$ cat src/rtl/cbm_pkg.sv
package cbm_pkg;
  typedef enum logic [1:0] {
    WIN0   = 2'd0,
    WIN1   = 2'd1,
    WIN2   = 2'd2,
    WIN_HI = 2'd3
  } win_e;

  // control register field positions decoded by the translator
  localparam int CTL_HALF = 2;
  localparam int CTL_OVL  = 3;
  localparam int CTL_HI   = 4;
endpackage

$ cat src/rtl/cbm_regs.sv
module cbm_regs
  import cbm_pkg::*;
#(
  parameter int ADDR_W = 16,
  parameter int DATA_W = 8,
  parameter int BANK_W = 6,
  parameter int NWIN   = 3
) (
  input  logic                         clk,
  input  logic                         rst_n,
  input  logic [ADDR_W-1:0]            addr,
  input  logic [DATA_W-1:0]            wdata,
  input  logic                         mreq,
  input  logic                         wr,
  output logic [NWIN-1:0][BANK_W-1:0]  page,
  output logic                         ctl_half,
  output logic                         ctl_ovl,
  output logic                         ctl_hi
);
  logic hit;
  logic unused_wdata;

  assign hit          = mreq & wr & (&addr[ADDR_W-1:2]);
  assign unused_wdata = ^wdata[DATA_W-1:BANK_W];

  for (genvar i = 0; i < NWIN; i++) begin : g_page
    always_ff @(posedge clk or negedge rst_n) begin
      if (!rst_n)
        page[i] <= BANK_W'(i);
      else if (hit && addr[1:0] == 2'(i + 1))
        page[i] <= wdata[BANK_W-1:0];
    end
  end

  always_ff @(posedge clk or negedge rst_n) begin
    if (!rst_n) begin
      ctl_half <= 1'b0;
      ctl_ovl  <= 1'b0;
      ctl_hi   <= 1'b0;
    end else if (hit && addr[1:0] == 2'd0) begin
      ctl_half <= wdata[CTL_HALF];
      ctl_ovl  <= wdata[CTL_OVL];
      ctl_hi   <= wdata[CTL_HI];
    end
  end
endmodule

$ cat src/rtl/cbm_win_dec.sv
module cbm_win_dec
  import cbm_pkg::*;
#(
  parameter int ADDR_W = 16,
  parameter int PAGE_W = 14,
  parameter int VEC_W  = 10
) (
  input  logic [ADDR_W-1:0] addr,
  output win_e              win,
  output logic              in_vec
);
  assign win    = win_e'(addr[ADDR_W-1:PAGE_W]);
  assign in_vec = (addr[ADDR_W-1:VEC_W] == '0);
endmodule

$ cat src/rtl/cbm_xlate.sv
module cbm_xlate
  import cbm_pkg::*;
#(
  parameter int  ADDR_W = 16,
  parameter int  PAGE_W = 14,
  parameter int  BANK_W = 6,
  parameter int  NWIN   = 3,
  localparam int ROM_AW = BANK_W + PAGE_W,
  localparam int RAM_AW = 1 + PAGE_W
) (
  input  logic [ADDR_W-1:0]           addr,
  input  logic                        mreq,
  input  logic                        rd,
  input  logic                        wr,
  input  win_e                        win,
  input  logic                        in_vec,
  input  logic [NWIN-1:0][BANK_W-1:0] page,
  input  logic                        ctl_half,
  input  logic                        ctl_ovl,
  input  logic                        ctl_hi,
  output logic [ROM_AW-1:0]           rom_addr,
  output logic [RAM_AW-1:0]           ram_addr,
  output logic                        rom_cs,
  output logic                        ram_cs
);
  logic [BANK_W-1:0] rom_page;
  logic              ovl_hit;
  logic              hi_hit;

  always_comb begin
    case (win)
      WIN0:    rom_page = in_vec ? '0 : page[0];
      WIN1:    rom_page = page[1];
      WIN2:    rom_page = page[2];
      default: rom_page = '0;
    endcase
  end

  assign ovl_hit  = (win == WIN2) && ctl_ovl;
  assign hi_hit   = (win == WIN_HI) && ctl_hi;
  assign rom_addr = {rom_page, addr[PAGE_W-1:0]};
  assign ram_addr = {ovl_hit & ctl_half, addr[PAGE_W-1:0]};
  assign rom_cs   = mreq & rd & (win != WIN_HI) & ~ovl_hit;
  assign ram_cs   = mreq & (rd | wr) & (ovl_hit | hi_hit);
endmodule

$ cat src/rtl/cart_bank_mapper.sv
module cart_bank_mapper
  import cbm_pkg::*;
#(
  parameter int  ADDR_W = 16,
  parameter int  DATA_W = 8,
  parameter int  PAGE_W = 14,
  parameter int  BANK_W = 6,
  parameter int  VEC_W  = 10,
  localparam int NWIN   = 3,
  localparam int ROM_AW = BANK_W + PAGE_W,
  localparam int RAM_AW = 1 + PAGE_W
) (
  input  logic              clk,
  input  logic              rst_n,
  input  logic [ADDR_W-1:0] cpu_addr,
  input  logic [DATA_W-1:0] cpu_wdata,
  input  logic              cpu_mreq,
  input  logic              cpu_rd,
  input  logic              cpu_wr,
  output logic [ROM_AW-1:0] rom_addr,
  output logic [RAM_AW-1:0] ram_addr,
  output logic              rom_cs,
  output logic              ram_cs
);
  logic [NWIN-1:0][BANK_W-1:0] page;
  logic                        ctl_half, ctl_ovl, ctl_hi;
  win_e                        win;
  logic                        in_vec;

  cbm_regs #(.ADDR_W(ADDR_W), .DATA_W(DATA_W), .BANK_W(BANK_W), .NWIN(NWIN)) u_regs (
    .clk(clk), .rst_n(rst_n), .addr(cpu_addr), .wdata(cpu_wdata),
    .mreq(cpu_mreq), .wr(cpu_wr), .page(page),
    .ctl_half(ctl_half), .ctl_ovl(ctl_ovl), .ctl_hi(ctl_hi)
  );

  cbm_win_dec #(.ADDR_W(ADDR_W), .PAGE_W(PAGE_W), .VEC_W(VEC_W)) u_dec (
    .addr(cpu_addr), .win(win), .in_vec(in_vec)
  );

  cbm_xlate #(.ADDR_W(ADDR_W), .PAGE_W(PAGE_W), .BANK_W(BANK_W), .NWIN(NWIN)) u_xl (
    .addr(cpu_addr), .mreq(cpu_mreq), .rd(cpu_rd), .wr(cpu_wr),
    .win(win), .in_vec(in_vec), .page(page),
    .ctl_half(ctl_half), .ctl_ovl(ctl_ovl), .ctl_hi(ctl_hi),
    .rom_addr(rom_addr), .ram_addr(ram_addr), .rom_cs(rom_cs), .ram_cs(ram_cs)
  );
endmodule

$ cat config.mk
export PLATFORM = sky130hd
export DESIGN_NAME = cart_bank_mapper
export DESIGN_NICKNAME = d
export VERILOG_FILES = /design/src/rtl/cbm_pkg.sv /design/src/rtl/cbm_regs.sv /design/src/rtl/cbm_win_dec.sv /design/src/rtl/cbm_xlate.sv /design/src/rtl/cart_bank_mapper.sv
export SDC_FILE = /design/constraint.sdc
export NUM_CORES = 1
export LEC_CHECK = 0
export ABC_AREA = 0
export BUFFER_PORTS_ARGS = -buffer_cell sky130_fd_sc_hd__clkbuf_2
export CAP_MARGIN = 10
export CORE_ASPECT_RATIO = 0.6
export CORE_MARGIN = 2
export CORE_UTILIZATION = 36
export DETAILED_ROUTE_END_ITERATION = 7
export PLACE_DENSITY = 0.67
export SLEW_MARGIN = 20
export SYNTH_ARGS = -nofsm -noshare
export SYNTH_HDL_FRONTEND = slang
export SYNTH_SLANG_ARGS = --single-unit
$ cat constraint.sdc
create_clock -name clk -period 1.9 [get_ports clk]
set_input_delay 0.475 -clock clk [delete_from_list [all_inputs] [get_ports clk]]
set_output_delay 0.475 -clock clk [all_outputs]
set_load 0.005 [all_outputs]
# == Yosys cells after proc, flatten, opt, wreduce, memory -nomap -nowiden ==
# Cells that the tools add are included.
# totals
reg_bits,21
inputBits,29
output_inout_bits,37
# classes
n_eq_ne,7
muxes,2
bitwise,11
reduce_logical,10
# ops
op,count
6-bit case mux with 3 select lines,1
14-bit AND reduction,1
1-bit AND,8
"2-bit == test, second input constant",4
1-bit logical AND,6
6-bit logical NOT,1
6-bit 2-to-1 mux,1
"2-bit by 1-bit == test with 1-bit output, second input constant",2
2-bit logical NOT,2
"2-bit != test, second input constant",1
1-bit bitwise OR,2
1-bit inverter,1

# == Depth between registers and ports, before layout ==
# depth
depth_word,4
ltp_mapped,4

# == Hierarchy ==
# Synthesis repeated with hierarchy kept, for this count alone.
# hier_totals
hier_cells,111
hier_area_um2,1318.8
# by_module_without_submodules
module,n_inst,cells_per_inst,area_per_inst_um2
cbm_regs,1,52,845.8
cbm_xlate,1,55,440.4
cbm_win_dec,1,4,32.5

# == Worst setup path before layout ==
# OpenSTA, ideal clock, no wires.
# synth_path
path_type,input to output
from,input cpu_addr[11]
to,output rom_addr[14]
t_arrival_ps,1254
t_required_ps,1425
setup_slack_ps,171
path_stages,4
n_path_buf,0
path_cell_list,nor4_1 nor3_1 a222oi_1 inv_1
# synth_via
elab_chain_len,3
# synth_lines
element,line,source
from (decl),cart_bank_mapper.sv:15,"input logic [ADDR_W-1:0] cpu_addr,"
6-bit logical NOT,cbm_win_dec.sv:13,assign in_vec = (addr[ADDR_W-1:VEC_W] == '0);
6-bit 2-to-1 mux,cbm_xlate.sv:32,WIN0: rom_page = in_vec ? '0 : page[0];
6-bit case mux with 3 select lines,cbm_xlate.sv:31,case (win)
to (decl),cart_bank_mapper.sv:20,"output logic [ROM_AW-1:0] rom_addr,"
# Every way passes these cells.

# == Worst setup path after layout ==
# layout_path
from,input cpu_addr[12]
to,output rom_addr[17]
# Same word-level chain as after synthesis.

==> impl_metrics.json <==
{
  "cts_root_buf": "clkbuf_8",
  "power_leakage_uw": 0.000873,
  "clkLatencyLatePin_ns": 0.25,
  "worstPathMaxFanout": 6,
  "synth_cell_types": 19,
  "io_buffers": 63,
  "max_freq_mhz": 486,
  "clkSinkCount": 21,
  "syn-cell-area_um2": 1200,
  "synth.area.top_cells": "dfrtp_1 40%, mux2_2 20%, buf_4 18%, a222oi_1 5.0%, dfstp_2 4.4%",
  "place_inst": 190,
  "synth_top_area_cell": "dfrtp_1",
  "grt_pass1_wl_um": 4120,
  "synth_top_area_share_pct": 39.6,
  "period_needed_ns": 2.06,
  "drt_wl_total_um": 2550,
  "synth-main-ff-cell": "dfrtp_1",
  "max_stage_delay_ns": 0.38,
  "end_kind": "output pin",
  "post_cts_buffers": 0,
  "start_kind": "primary input",
  "initial_core_util_pct": 37.3,
  "die_area_um2": 3830,
  "violations": "negative setup slack",
  "ys_warn_count": 0,
  "drive_above_1_share_pct": 69.6,
  "h-tree-depth": 1,
  "routedWlPerCell_um": 13.2,
  "first_global_vias": 868,
  "antenna_found_initial": 0,
  "io_pins": 66,
  "critPathTopFamily": "simple AND/OR/NAND/NOR gates",
  "drv_cap": 0,
  "dp.final_hpwl_um": 2060,
  "setup_viol": 6,
  "hold_class": "primary input to async pin",
  "synth.most_common_cell": "buf_4",
  "syn_nets": 131,
  "vdd_drop_max_mv": 0.514,
  "diodes": 0,
  "synth_edf_count": 0,
  "worstSetupPathType": "primary input to output pin",
  "clk_pin_slew_worst_paths_ns": 0.07,
  "num_rows": 16,
  "slew_violations": 0,
  "skew_ns": 0,
  "netlist_top_cells_count": "28 x buf_4, 21 x mux2_2, 19 x dfrtp_1",
  "required_ns": 1.42,
  "gp_congestion": 0.736,
  "antenna_left": 0,
  "via_per_inst": 4.82,
  "grtUsageTotal_pct": 14.0,
  "crit_start": "cpu_addr[12]",
  "ys_seq_elements": 21,
  "rsz0062_at_grt": "yes",
  "cts_buffer_depth": 2,
  "fp.dieH_um": 48.7,
  "yosysSeqAreaShare_pct": 44.0,
  "preCtsSetupSlack_ns": -0.273,
  "cpMaxStageDelayCell": "a222oi_1",
  "timing.rr.start": "u_regs.ctl_ovl",
  "hold_viol_final": 0,
  "die_w_um": 78.6,
  "fill_cells": 299,
  "outcome": "finished, violations left",
  "postSynthAreaPerCell_um2": 11.8,
  "num-nets-final": 178,
  "core-area_um2": 3220,
  "cts_buffers": 3,
  "vias": 930,
  "finalWorstSetupSlack_ns": -0.157,
  "route.detailed.drc": 0,
  "fin_crit_sh_pct": 108,
  "drt-pass1-iter-count": 5,
  "drtIter0Drc": 24,
  "synthCells": 102,
  "p_per_area_nw_per_um2": 564,
  "grt_overflow_total": 0,
  "cts_tree": "built",
  "stdcell_count": 193,
  "crit_buf_inv": 3,
  "syn_to_final_growth_pct": 25.4,
  "async_flop_share_pct": 100,
  "tightest_slew_ns": 0.502,
  "path_cells": "buf_8, nor4_4, nor3_4, a222oi_1, inv_1, clkbuf_2",
  "relSlewSlack_pct": 66.5,
  "grt_max_degree": 22,
  "arrival_ns": 1.58
}
## registers in the layout, indices dropped and copies added (netlist names)
name / cells
u_regs.ctl_hi: 1
u_regs.ctl_ovl: 1
u_regs.page: 18
u_regs.ctl_half: 1
## layer usage
metal | vias to the layer above | part of all wire [%] | global-route usage, %
met2 | 40 | 48 | 22.9
met4 | 0 | 0.67 | 2.63
li1 | 440 | - | -
met3 | 2 | 7.3 | 3.92
met5 | - | 0 | 0
met1 | 448 | 44 | 18.7
## path summary, 6_finish.rpt
kind / to / slack [ns] / cells past startpoint
max in group asynchronous: u_regs.page[13] / 1.37 / 1
min reg2reg: u_regs.ctl_half / 0.50 / 1
min in group clk: u_regs.page[11] / 0.48 / 2
max reg2reg: u_regs.ctl_ovl / 1.11 / 1
max: rom_addr[17] / -0.16 / 6
min: u_regs.page[5] / 0.17 / 1
## power breakdown
group	leakage (µW)	switching (µW)	internal (µW)
clock	0.0000255	136	146
combinational	0.000561	63.5	57.6
sequential	0.000286	0.0413	447
total	0.000873	200	651
## logic make-up after synthesis
family | after synthesis | share of synthesized area [%]
compound gates | 8 | 6.04
buf+inv | 34 | 19.4
flops | 21 | 44.0
mux | 22 | 20.5
simple gates | 17 | 10.1
## cells in the final DEF, fill, tap and decap left out
| cell | Yosys | routed |
|---|---|---|
| nand3b_2 | 2 | 2 |
| nor2_1 | 2 | 2 |
| dfstp_2 | 2 | 2 |
| dfrtp_1 | 19 | 19 |
| inv_1 | 6 | 6 |
| and3_1 | 2 | 2 |
| o21ai_0 | 1 | 1 |
| nand4_1 | 4 | 4 |
| clkbuf_2 | 0 | 61 |
| mux2_2 | 21 | 21 |
| nor2b_2 | 0 | 1 |
| mux2i_1 | 1 | 1 |
| clkbuf_8 | 0 | 3 |
| nand2_1 | 1 | 1 |
| buf_8 | 0 | 1 |
| nor2b_1 | 2 | 1 |
| o211ai_1 | 1 | 1 |
| a222oi_1 | 6 | 6 |
| nand3_1 | 1 | 1 |
| clkinv_2 | 0 | 1 |
| nor3_4 | 0 | 1 |
| buf_4 | 28 | 7 |
| nor4_4 | 1 | 2 |
| buf_6 | 0 | 1 |
## timing repair
action,4_1_cts,5_1_grt
hold buffers,0,0
gates resized for setup,6,4
endpoints found under the setup margin,7,6
pin swaps,4,2
## metrics by stage
stage               area [µm²]  util [%]  TNS (ns)  hold WS (ns)  power [µW]
finish                    1510      46.7    -0.660         0.169         850
global route              1510      46.7     -1.01         0.197         909
CTS                       1500      46.5    -0.764         0.186         859
detailed placement        1420      44.1     -1.95         0.466         570
global placement          1420      44.1     -1.52         0.447         568
floorplan                 1200         -         0         0.179         517
## cell type report
| type | count | area [µm²] | share of cell area, % |
|---|---|---|---|
| clock buffers | 3 | 41.3 | 2.74 |
| clock inverters | 1 | 5.00 | 0.332 |
| inverters | 6 | 22.5 | 1.50 |
| multi-input cells | 47 | 469 | 31.1 |
| flip-flops and latches | 21 | 528 | 35.0 |
| well taps | 45 | 56.3 | 3.74 |
| repair buffers | 70 | 384 | 25.5 |
No activity file was read; power rests on OpenSTA's default activity.
